**src/rtl/lp_pkg.sv**
```systemverilog
package lp_pkg;

  typedef enum logic [2:0] {
    ST_RUN   = 3'd1,
    ST_HALT  = 3'd2,
    ST_GRANT = 3'd3,
    ST_SNOOP = 3'd4,
    ST_SLEEP = 3'd5,
    ST_DEEP  = 3'd6
  } lp_state_e;

  localparam int REQ_W    = 12;
  localparam int PEND_W   = 4;
  localparam int IX_HALT  = 0;
  localparam int IX_STOP  = 1;
  localparam int IX_SLEEP = 2;
  localparam int IX_RST   = 3;
  localparam int IX_SNA   = 4;
  localparam int IX_SND   = 5;
  localparam int IX_BCLK  = 6;
  localparam int IX_SMI   = 7;
  localparam int IX_INIT  = 8;
  localparam int IX_BINIT = 9;
  localparam int IX_NMI   = 10;
  localparam int IX_INTR  = 11;

  function automatic logic core_clock_on(lp_state_e s);
    return s == ST_RUN;
  endfunction

  function automatic logic cache_clock_on(lp_state_e s);
    return (s == ST_RUN) || (s == ST_HALT) || (s == ST_GRANT) || (s == ST_SNOOP);
  endfunction

  function automatic logic accepts_irq(lp_state_e s);
    return (s == ST_RUN) || (s == ST_HALT);
  endfunction

  function automatic logic bus_quiet(lp_state_e s);
    return (s == ST_SLEEP) || (s == ST_DEEP);
  endfunction

endpackage

```
**src/rtl/lp_sync.sv**
```systemverilog
module lp_sync #(
  parameter int W = 12
) (
  input  logic         clk,
  input  logic         rst_n,
  input  logic [W-1:0] d,
  output logic [W-1:0] q
);
  logic [W-1:0] meta_q;
  logic [W-1:0] stab_q;

  for (genvar i = 0; i < W; i++) begin : g_bit
    always_ff @(posedge clk or negedge rst_n) begin
      if (!rst_n) begin
        meta_q[i] <= 1'b0;
        stab_q[i] <= 1'b0;
      end else begin
        meta_q[i] <= d[i];
        stab_q[i] <= meta_q[i];
      end
    end
  end

  assign q = stab_q;
endmodule

```
**src/rtl/lp_settle.sv**
```systemverilog
module lp_settle #(
  parameter int LIMIT = 100000,
  parameter int CNT_W = 17
) (
  input  logic clk,
  input  logic rst_n,
  input  logic run,
  output logic done
);
  logic [CNT_W-1:0] cnt_q;
  localparam logic [CNT_W-1:0] LAST = CNT_W'(LIMIT - 1);

  assign done = run && (cnt_q == LAST);

  always_ff @(posedge clk or negedge rst_n) begin
    if (!rst_n)     cnt_q <= '0;
    else if (!run)  cnt_q <= '0;
    else if (done)  cnt_q <= '0;
    else            cnt_q <= cnt_q + 1'b1;
  end


  cnt_range_chk: assert property (@(posedge clk) disable iff (!rst_n)
    cnt_q <= LAST);
endmodule

```
**src/rtl/lp_pend.sv**
```systemverilog
module lp_pend #(
  parameter int N = 4
) (
  input  logic         clk,
  input  logic         rst_n,
  input  logic         clr,
  input  logic         latch_en,
  input  logic         release_now,
  input  logic [N-1:0] src,
  output logic [N-1:0] pulse
);
  logic [N-1:0] flag_q;
  logic [N-1:0] pulse_q;
  logic [N-1:0] seen;

  assign seen = latch_en ? src : '0;

  for (genvar i = 0; i < N; i++) begin : g_src
    always_ff @(posedge clk or negedge rst_n) begin
      if (!rst_n) begin
        flag_q[i]  <= 1'b0;
        pulse_q[i] <= 1'b0;
      end else if (clr) begin
        flag_q[i]  <= 1'b0;
        pulse_q[i] <= 1'b0;
      end else if (release_now) begin
        flag_q[i]  <= 1'b0;
        pulse_q[i] <= flag_q[i] | seen[i];
      end else begin
        flag_q[i]  <= flag_q[i] | seen[i];
        pulse_q[i] <= 1'b0;
      end
    end
  end

  assign pulse = pulse_q;


  pulse_once_chk: assert property (@(posedge clk) disable iff (!rst_n)
    (pulse_q != '0) |=> (pulse_q == '0));
endmodule

```
**src/rtl/lp_state_ctrl.sv**
```systemverilog
module lp_state_ctrl #(
  parameter int SETTLE_CYC = 100000
) (
  input  logic       clk,
  input  logic       rst_n,
  input  logic       req_halt,
  input  logic       req_stopclk,
  input  logic       req_sleep,
  input  logic       req_reset,
  input  logic       snoop_act,
  input  logic       snoop_done,
  input  logic       bclk_run,
  input  logic       irq_smi,
  input  logic       irq_init,
  input  logic       irq_binit,
  input  logic       irq_nmi,
  input  logic       irq_intr,
  output logic [2:0] state_code,
  output logic       core_clk_en,
  output logic       cache_clk_en,
  output logic       snoop_ok,
  output logic       irq_accept,
  output logic [3:0] pend_pulse,
  output logic       snoop_err
);
  import lp_pkg::*;

  localparam int CNT_W = $clog2(SETTLE_CYC + 1);

  logic [REQ_W-1:0] raw_req;
  logic [REQ_W-1:0] s_req;

  assign raw_req[IX_HALT]  = req_halt;
  assign raw_req[IX_STOP]  = req_stopclk;
  assign raw_req[IX_SLEEP] = req_sleep;
  assign raw_req[IX_RST]   = req_reset;
  assign raw_req[IX_SNA]   = snoop_act;
  assign raw_req[IX_SND]   = snoop_done;
  assign raw_req[IX_BCLK]  = bclk_run;
  assign raw_req[IX_SMI]   = irq_smi;
  assign raw_req[IX_INIT]  = irq_init;
  assign raw_req[IX_BINIT] = irq_binit;
  assign raw_req[IX_NMI]   = irq_nmi;
  assign raw_req[IX_INTR]  = irq_intr;

  lp_sync #(.W(REQ_W)) u_sync (
    .clk(clk), .rst_n(rst_n), .d(raw_req), .q(s_req)
  );

  // Named synchronized events, visible to the assertions
  logic s_halt, s_stop, s_sleep, s_rst, s_snoop, s_done, s_bclk;
  logic s_binit, any_wake;
  logic [PEND_W-1:0] park_src;

  assign s_halt   = s_req[IX_HALT];
  assign s_stop   = s_req[IX_STOP];
  assign s_sleep  = s_req[IX_SLEEP];
  assign s_rst    = s_req[IX_RST];
  assign s_snoop  = s_req[IX_SNA];
  assign s_done   = s_req[IX_SND];
  assign s_bclk   = s_req[IX_BCLK];
  assign s_binit  = s_req[IX_BINIT];
  assign park_src = {s_req[IX_INTR], s_req[IX_NMI], s_req[IX_INIT], s_req[IX_SMI]};
  assign any_wake = s_binit | (|park_src);

  lp_state_e state_q, nxt, origin_q, ret_q;
  logic      settle_run, settle_done;
  logic      release_now;
  logic      err_q;

  assign settle_run = (state_q == ST_DEEP) && s_bclk;

  lp_settle #(.LIMIT(SETTLE_CYC), .CNT_W(CNT_W)) u_settle (
    .clk(clk), .rst_n(rst_n), .run(settle_run), .done(settle_done)
  );

  always_comb begin
    nxt = state_q;
    if (s_rst) begin
      nxt = ST_RUN;
    end else begin
      case (state_q)
        ST_RUN: begin
          if (s_stop)      nxt = ST_GRANT;
          else if (s_halt) nxt = ST_HALT;
        end
        ST_HALT: begin
          if (any_wake)     nxt = ST_RUN;
          else if (s_stop)  nxt = ST_GRANT;
          else if (s_snoop) nxt = ST_SNOOP;
        end
        ST_GRANT: begin
          if (!s_stop)      nxt = s_binit ? ST_RUN : origin_q;
          else if (s_snoop) nxt = ST_SNOOP;
          else if (s_sleep) nxt = ST_SLEEP;
        end
        ST_SNOOP: begin
          if (s_done) nxt = ret_q;
        end
        ST_SLEEP: begin
          if (!s_sleep)     nxt = ST_GRANT;
          else if (!s_bclk) nxt = ST_DEEP;
        end
        ST_DEEP: begin
          if (settle_done) nxt = ST_SLEEP;
        end
        default: nxt = ST_RUN;
      endcase
    end
  end

  assign release_now = !s_rst && (nxt == ST_RUN) && (state_q != ST_RUN);

  always_ff @(posedge clk or negedge rst_n) begin
    if (!rst_n) begin
      state_q  <= ST_RUN;
      origin_q <= ST_RUN;
      ret_q    <= ST_GRANT;
      err_q    <= 1'b0;
    end else begin
      state_q <= nxt;
      err_q   <= bus_quiet(state_q) && s_snoop;
      if (!s_rst && nxt == ST_GRANT &&
          (state_q == ST_RUN || state_q == ST_HALT))
        origin_q <= state_q;
      if (!s_rst && nxt == ST_SNOOP && state_q != ST_SNOOP)
        ret_q <= state_q;
    end
  end

  lp_pend #(.N(PEND_W)) u_pend (
    .clk(clk), .rst_n(rst_n), .clr(s_rst),
    .latch_en(state_q == ST_GRANT), .release_now(release_now),
    .src(park_src), .pulse(pend_pulse)
  );

  assign state_code   = state_q;
  assign core_clk_en  = core_clock_on(state_q);
  assign cache_clk_en = cache_clock_on(state_q);
  assign snoop_ok     = cache_clock_on(state_q);
  assign irq_accept   = accepts_irq(state_q);
  assign snoop_err    = err_q;


  state_legal_chk: assert property (@(posedge clk) disable iff (!rst_n)
    (state_code >= 3'd1) && (state_code <= 3'd6));


  sleep_entry_chk: assert property (@(posedge clk) disable iff (!rst_n)
    (state_q == ST_SLEEP && $past(state_q) != ST_SLEEP) |->
      ($past(state_q) == ST_GRANT || $past(state_q) == ST_DEEP));


  deep_exit_chk: assert property (@(posedge clk) disable iff (!rst_n)
    ($past(state_q) == ST_DEEP && state_q != ST_DEEP) |->
      ($past(settle_done) || $past(s_rst)));


  snoop_exit_chk: assert property (@(posedge clk) disable iff (!rst_n)
    ($past(state_q) == ST_SNOOP && state_q != ST_SNOOP) |->
      ($past(s_done) || $past(s_rst)));


  pend_when_run_chk: assert property (@(posedge clk) disable iff (!rst_n)
    (pend_pulse != '0) |-> (state_q == ST_RUN && $past(state_q) != ST_RUN));


  quiet_bus_chk: assert property (@(posedge clk) disable iff (!rst_n)
    bus_quiet(state_q) |-> (!snoop_ok && !irq_accept && !core_clk_en));


  soft_reset_chk: assert property (@(posedge clk) disable iff (!rst_n)
    s_rst |=> (state_q == ST_RUN && pend_pulse == '0));
endmodule

```
**config.mk**
```make
export PLATFORM = sky130hd
export DESIGN_NAME = lp_state_ctrl
export DESIGN_NICKNAME = d
export VERILOG_FILES = /design/src/rtl/lp_pkg.sv /design/src/rtl/lp_sync.sv /design/src/rtl/lp_settle.sv /design/src/rtl/lp_pend.sv /design/src/rtl/lp_state_ctrl.sv
export SDC_FILE = /design/constraint.sdc
export NUM_CORES = 1
export LEC_CHECK = 0
export ABC_AREA = 1
export BUFFER_PORTS_ARGS = -buffer_cell sky130_fd_sc_hd__buf_2
export CAP_MARGIN = 20
export CELL_PAD_IN_SITES_DETAIL_PLACEMENT = 1
export CELL_PAD_IN_SITES_GLOBAL_PLACEMENT = 1
export CORE_MARGIN = 4
export CORE_UTILIZATION = 45
export CTS_CLUSTER_SIZE = 24
export DETAILED_ROUTE_END_ITERATION = 8
export HOLD_SLACK_MARGIN = 0.06
export PLACE_DENSITY = 0.87
export REMOVE_ABC_BUFFERS = 1
export SETUP_SLACK_MARGIN = 0.1
export SLEW_MARGIN = 0
export SYNTH_ARGS = -nofsm -noshare
export SYNTH_HDL_FRONTEND = slang
export SYNTH_SLANG_ARGS = --single-unit
```
**constraint.sdc**
```tcl
create_clock -name clk -period 2 [get_ports clk]
set_clock_uncertainty 0.15 [all_clocks]
set_input_delay 0.4 -clock clk [delete_from_list [all_inputs] [get_ports clk]]
set_output_delay 0.4 -clock clk [all_outputs]
set_load 0.03 [all_outputs]
```
# After elaboration in Yosys (flattened, before gate mapping)
# Cells that the tools add are included.
# totals
register_bits	59
input_bits	14
output_inout_bits	12
wordCells	104
# op_classes
addsub	1
eq_ne	12
n_mux	34
n_bitwise	5
n_reduce_logical	15
# ops
operator	count
3-bit two-way mux	14
17-bit two-way mux	2
3-bit case mux with 6 select lines	1
17-bit by 1-bit adder with 17-bit output (second input constant)	1
17-bit == test (second input constant)	1
1-bit two-way mux	16
3-bit == test (second input constant)	4
3-bit by 2-bit == test with 1-bit output (second input constant)	3
1-bit logical AND	9
3-bit by 1-bit == test with 1-bit output (second input constant)	2
1-bit OR	5
1-bit logical OR	4
4-bit two-way mux	1
4-bit OR reduction	1
3-bit by 1-bit inequality test with 1-bit output (second input constant)	1
3-bit inequality test (second input constant)	1
1-bit zero test	1

# Longest topological paths before layout
# depth
word_depth	11
ltp_mapped	13
ltp_nobuf	12

# Cells and area by module
# A second synthesis with hierarchy kept.
# hier_totals
hier_cells	324
hier_area_um2	2741.4
# by_module_without_submodules
mod	instances	cells_each	area_per_inst_um2
lp_settle	1	128	957.2
lp_state_ctrl	1	137	874.6
lp_sync	1	24	600.6
lp_pend	1	35	309.0

# Worst setup path after synthesis
# Ideal clock, no wire load.
# synth_path
path_kind	reg2out
from	register state_q[0], in the netlist state_code[0]
to	output snoop_ok
arrival_ns	1.752
required_ns	1.450
path_slack_ns	-0.302
path_stages_with_launch	7
path_cell_list	dfstp_2 > buf_6 > nand3_1 > nand2_1 > inv_1 > nand2_1 > buf_4
# synth_between
elab_chain_len	4
word_cells_on_any_way	7
cone_classes	4 x eq/ne; 3 x reduce/logical
# synth_rtl
item	line_no	rtl
start: declaration	lp_state_ctrl.sv:66	lp_state_e state_q, nxt, origin_q, ret_q;
start signal: assignment	lp_state_ctrl.sv:121	state_q <= nxt;
3-bit by 1-bit == test with 1-bit output or 3-bit by 2-bit == test with 1-bit output (tied branches)	--	
1-bit logical OR *	--	
net irq_accept	lp_state_ctrl.sv:22	output logic irq_accept,
1-bit logical OR * (2 in series)	lp_pkg.sv:32	return (s == ST_RUN) || (s == ST_HALT) || (s == ST_GRANT) || (s == ST_SNOOP);
end: declaration	lp_state_ctrl.sv:21	output logic snoop_ok,
# Mark *: on every way through the listed nets, which the timed path passes. The rest lies on a longest branch.

# Worst setup path in the final report
# layout_path
from	register state_q[0], in the netlist state_code[0]
to	register u_pend.flag_q[3]
# layout_between
elab_chain_len	11
word_cells_on_any_way	30
cone_classes	8 x eq/ne; 17 x mux; 1 x bitwise; 4 x reduce/logical
# layout_rtl
item	line_no	rtl
3-bit == test	lp_state_ctrl.sv:71, lp_state_ctrl.sv:82	
1-bit logical AND	lp_state_ctrl.sv:71	assign settle_run = (state_q == ST_DEEP) && s_bclk;
1-bit logical AND	lp_settle.sv:13	assign done = run && (cnt_q == LAST);
3-bit two-way mux	lp_state_ctrl.sv:105	if (settle_done) nxt = ST_SLEEP;
3-bit case mux with 6 select lines *	lp_state_ctrl.sv:82	case (state_q)
3-bit two-way mux *	lp_state_ctrl.sv:79	if (s_rst) begin
net nxt[0]	lp_state_ctrl.sv:66	
3-bit by 1-bit == test with 1-bit output *	lp_state_ctrl.sv:112	assign release_now = !s_rst && (nxt == ST_RUN) && (state_q != ST_RUN);
1-bit logical AND * (2 in series)	lp_state_ctrl.sv:112	
1-bit two-way mux *	lp_pend.sv:26	end else if (release_now) begin
1-bit two-way mux *	lp_pend.sv:23	end else if (clr) begin
end signal: indexed assignment	lp_pend.sv:30	flag_q[i] <= flag_q[i] | seen[i];
end: declaration	lp_pend.sv:12	logic [N-1:0] flag_q;
# Marks and branches as above.
# A chain may end at the register's enable or synchronous reset.

==> out/summary.log <==
[synthesis] Synth top area share 51.23%
[placed_design] post-DP HPWL 4.908 mm
[grt] GR Layer Usage met1 30.04%
[grt] gr busiest metal met2
[power] net switching power of the design 1.350 mW
[floorplan] area of the die 0.007270 mm²
[sta] post-route setup TNS -2.189 ns
[detailed_routing] vias per cell 5.528
[setup_path] Worst Setup Path Type reg2reg
[detailed_routing] total via count after detailed routing 2,493
[flow_run] max-cap viol count 0
[grt] aggregate global-route resource usage 26.36%
[grt] maximum number of pins on one net before global-route repair 32
[clock_tree] number of sinks handled by clock tree synthesis 59
[detailed_routing] Routed WL 9.621 mm
[power] combinational power share 31.6%
[cells_and_area] layout cells sized above 1 42.48%
[grt] via count of the first global-routing pass 2,724
[sta] final hold violations 0
[synthesis] total number of yosys warnings 0
[clock_tree] CTS max path bufs 2
[outcome] status finished with violations
[floorplan] number of cell rows 27
[outcome] failing checks setup timing
[sta] final setup violating endpoints 21
[floorplan] Die Wd 85.27 µm
[synthesis] Unique masters post-synth 34
[detailed_routing] Pre-Repair DR Iteration Count 4
[synthesis] sequential area share after synthesis 55.15%
[setup_path] CP startpoint kind register
[placed_design] count of buffers from port buffering 25
[clock_tree] Num CTS Buffers 9
[floorplan] count of boundary I/O pins 26
[placed_design] global placer's final weighted congestion 0.8695
[clock_tree] root buf cell clkbuf_8
[synthesis] Mapped Avg Cell Area 9.106 µm²
[grt] initial antenna violation count 0
[floorplan] area of the core 0.005642 mm²
[power] power density cells 952.5 mW/mm²
[sta] fmax 0.4623 GHz
[cells_and_area] ANT cells 0
[grt] met3 routing resource usage after global routing 6.602%
[sta] worst slack on hold paths 0.1867 ns
[grt] met2 usage 44.99%
[clock_tree] TritonCTS clock tree done
[setup_path] critical path capture point type register
[detailed_routing] number of remaining DRC errors 0
[detailed_routing] Detail Route Antenna Nets 0
[hold_path] Hold Crit Start u_sync.meta_q[9]
[grt] total gr overflow 0
[setup_path] start of the worst register-to-register path state_code[0]
[cells_and_area] number of nets in the layout 389
[sta] headroom to the max-slew limit 69.02%
[synthesis] cell type with the highest aggregate area in the netlist dfrtp_1
[floorplan] die height 85.27 µm
[sta] unrepaired setup endpoints after global routing true
[cells_and_area] Layout area overhead 39.31%
[synthesis] leading post-synthesis cells by cell area dfrtp_1 (51%), nand2_1 (7.8%), inv_1 (6.4%)
[hold_path] worst hold path class reg2reg
[power] internal power contribution 2.215 mW
[setup_path] crit path DAT 2.31 ns
[sta] transition time at the pin with the least slew margin 0.4646 ns
[sta] post-layout worst setup margin -0.1631 ns
[power] Sw Share 37.86%
[placed_design] worst slack, placed -0.09814 ns
[setup_path] required time at the worst-slack endpoint 2.14 ns
[sta] minimum period implied by the final worst setup slack 2.163 ns
[power] sequential group share of total power 39.2%
[sta] crit share post-route 108.2%
[setup_path] RR Endpoint u_pend.flag_q[3]
[setup_path] R2R setup slack -0.16 ns
[setup_path] largest driver fanout on the critical path 8
[synthesis] gate count after technology mapping 295
[clock_tree] clock input transition at the sequential cells of the worst setup and hold paths 0.09 ns
[floorplan] initial standard-cell utilization of the core 47.62%
[power] maximum vdd drop 0.7641 mV
[power] P_leak 1.852 nW
[setup_path] Reg2Reg Depth 12
[clock_tree] CTS H-Tree Depth 3
[sta] Pins Over Slew Limit 0
[synthesis] Yosys reg bits 59
[clock_tree] Worst-Skew Late Latency 0.36 ns
[detailed_routing] DR WL/cell 21.33 µm
[detailed_routing] 1st-iter DRT viols 203
[setup_path] crit path to u_pend.flag_q[3]
[power] clock share of power 29.2%
[setup_path] Critical Path Start state_code[0]
[synthesis] synthesized area 0.002686 mm²
[grt] wire length of the first global-routing pass 14.38 mm
==> flip-flops by register name (all words and copies together) (netlist names) <==
register	count
u_settle.cnt_q	17
u_pend.flag_q	4
snoop_err	1
state_code	3
ret_q	3
origin_q	3
u_sync.meta_q	12
u_sync.q	12
u_pend.pulse	4
==> power by group through the flow <==
stage | Sequential, mW | Clock, mW | Combinational [mW]
6_report | 1.40 | 1.04 | 1.13
3_3_place_gp | 1.40 | 0 | 0.688
4_1_cts | 1.38 | 1.02 | 0.943
2_1_floorplan | 1.43 | 0 | 0.418
3_5_place_dp | 1.40 | 0 | 0.703
5_1_grt | 1.40 | 1.13 | 1.19
==> layout make-up <==
cell class,count,area (µm²)
fill,619,1899
sequential,59,1483
multi-input combinational,182,1211
timing repair buffer,72,588.1
inverter,50,190.2
clock buffer,9,123.9
tap,72,90.09
clock inverter,7,56.30
==> worst max-delay path, cell delays in order, from the launching register on <==
cell and delay (ns):
dfstp_2 0.68, buf_6 0.15, buf_4 0.11, nand3_2 0.06
nand2_1 0.10, nand2_2 0.07, nand3_2 0.09, nand2_2 0.08
nor2_4 0.18, nand2_4 0.11, nand3_4 0.20, nand2_1 0.07
inv_1 0.06
==> cells by family after synthesis <==
kind of cell | after synthesis | synth area share (%)
xor gates and xnor gates | 3 | 0.9783
buffers and inverters | 54 | 8.617
DFF | 59 | 55.15
adders and majority gates | 1 | 0.4657
AOI/OAI and AO/OA | 26 | 5.589
and+or+nand+nor | 152 | 29.20
==> through the flow <==
| stage | instance area (µm²) | util, % | total power [mW] | instances |
|---|---|---|---|---|
| global placement | 2955 | 52.38 | 2.086 | 399 |
| detailed placement | 2955 | 52.38 | 2.107 | 399 |
| floorplan | 2645 | - | 1.848 | 291 |
| global route | 3742 | 66.33 | 3.716 | 451 |
| CTS | 3536 | 62.67 | 3.348 | 445 |
| finish | 3742 | 66.33 | 3.565 | 451 |
==> per-layer routing <==
metal  wire [µm]  part of all wire [%]
met5           0                     0
met4         484                   5.0
met3         447                   4.6
met2        4904                    51
met1        3784                    39
==> cells in the mapped netlist (all sizes together) <==
library cell / n
a211oi: 1
a21o: 1
a21oi: 9
a31oi: 2
buf: 4
dfrtp: 55
dfstp: 4
ha: 1
inv: 50
nand2: 61
nand3: 33
nand3b: 2
nand4: 6
nor2: 42
nor3: 3
nor3b: 3
o211a: 1
o21ai: 9
o21bai: 3
or2: 2
xnor2: 2
xor2: 1
==> repair_timing <==
item | in CTS | in global routing
hold buffers | 13 | 0
gates resized for setup | 40 | 49
cloned | 1 | 0
buffers inserted | 16 | 6
pin swaps | 12 | 17
endpoints found under the hold margin | 24 | 0
setup endpoints to repair | 29 | 30
==> how the worst min path moves through the flow <==
stage / slack, ns / endpoint / cells after the start
finish: 0.19 / u_sync.q[9] / 0
global route: 0.21 / u_sync.q[11] / 0
CTS: 0.20 / u_sync.q[9] / 0
detailed placement: 0.19 / u_sync.q[11] / 0
global placement: 0.18 / u_sync.q[9] / 0
floorplan: -0.05 / origin_q[1] / 0
==> cell usage in the layout (no fill, tap or decap), drive strengths merged <==
cell type,synthesis,final
a211oi,1,1
a21o,1,1
a21oi,9,9
a31oi,2,2
buf,4,57
clkbuf,0,11
clkinv,0,2
clkinvlp,0,1
dfrtp,55,55
dfstp,4,4
dlygate4sd3,0,13
ha,1,1
inv,50,54
nand2,61,61
nand3,33,33
nand3b,2,2
nand4,6,6
nor2,42,42
nor3,3,3
nor3b,3,3
o211a,1,1
o21ai,9,9
o21bai,3,3
or2,2,2
xnor2,2,2
xor2,1,1
Power figures use the tool's default switching activity.
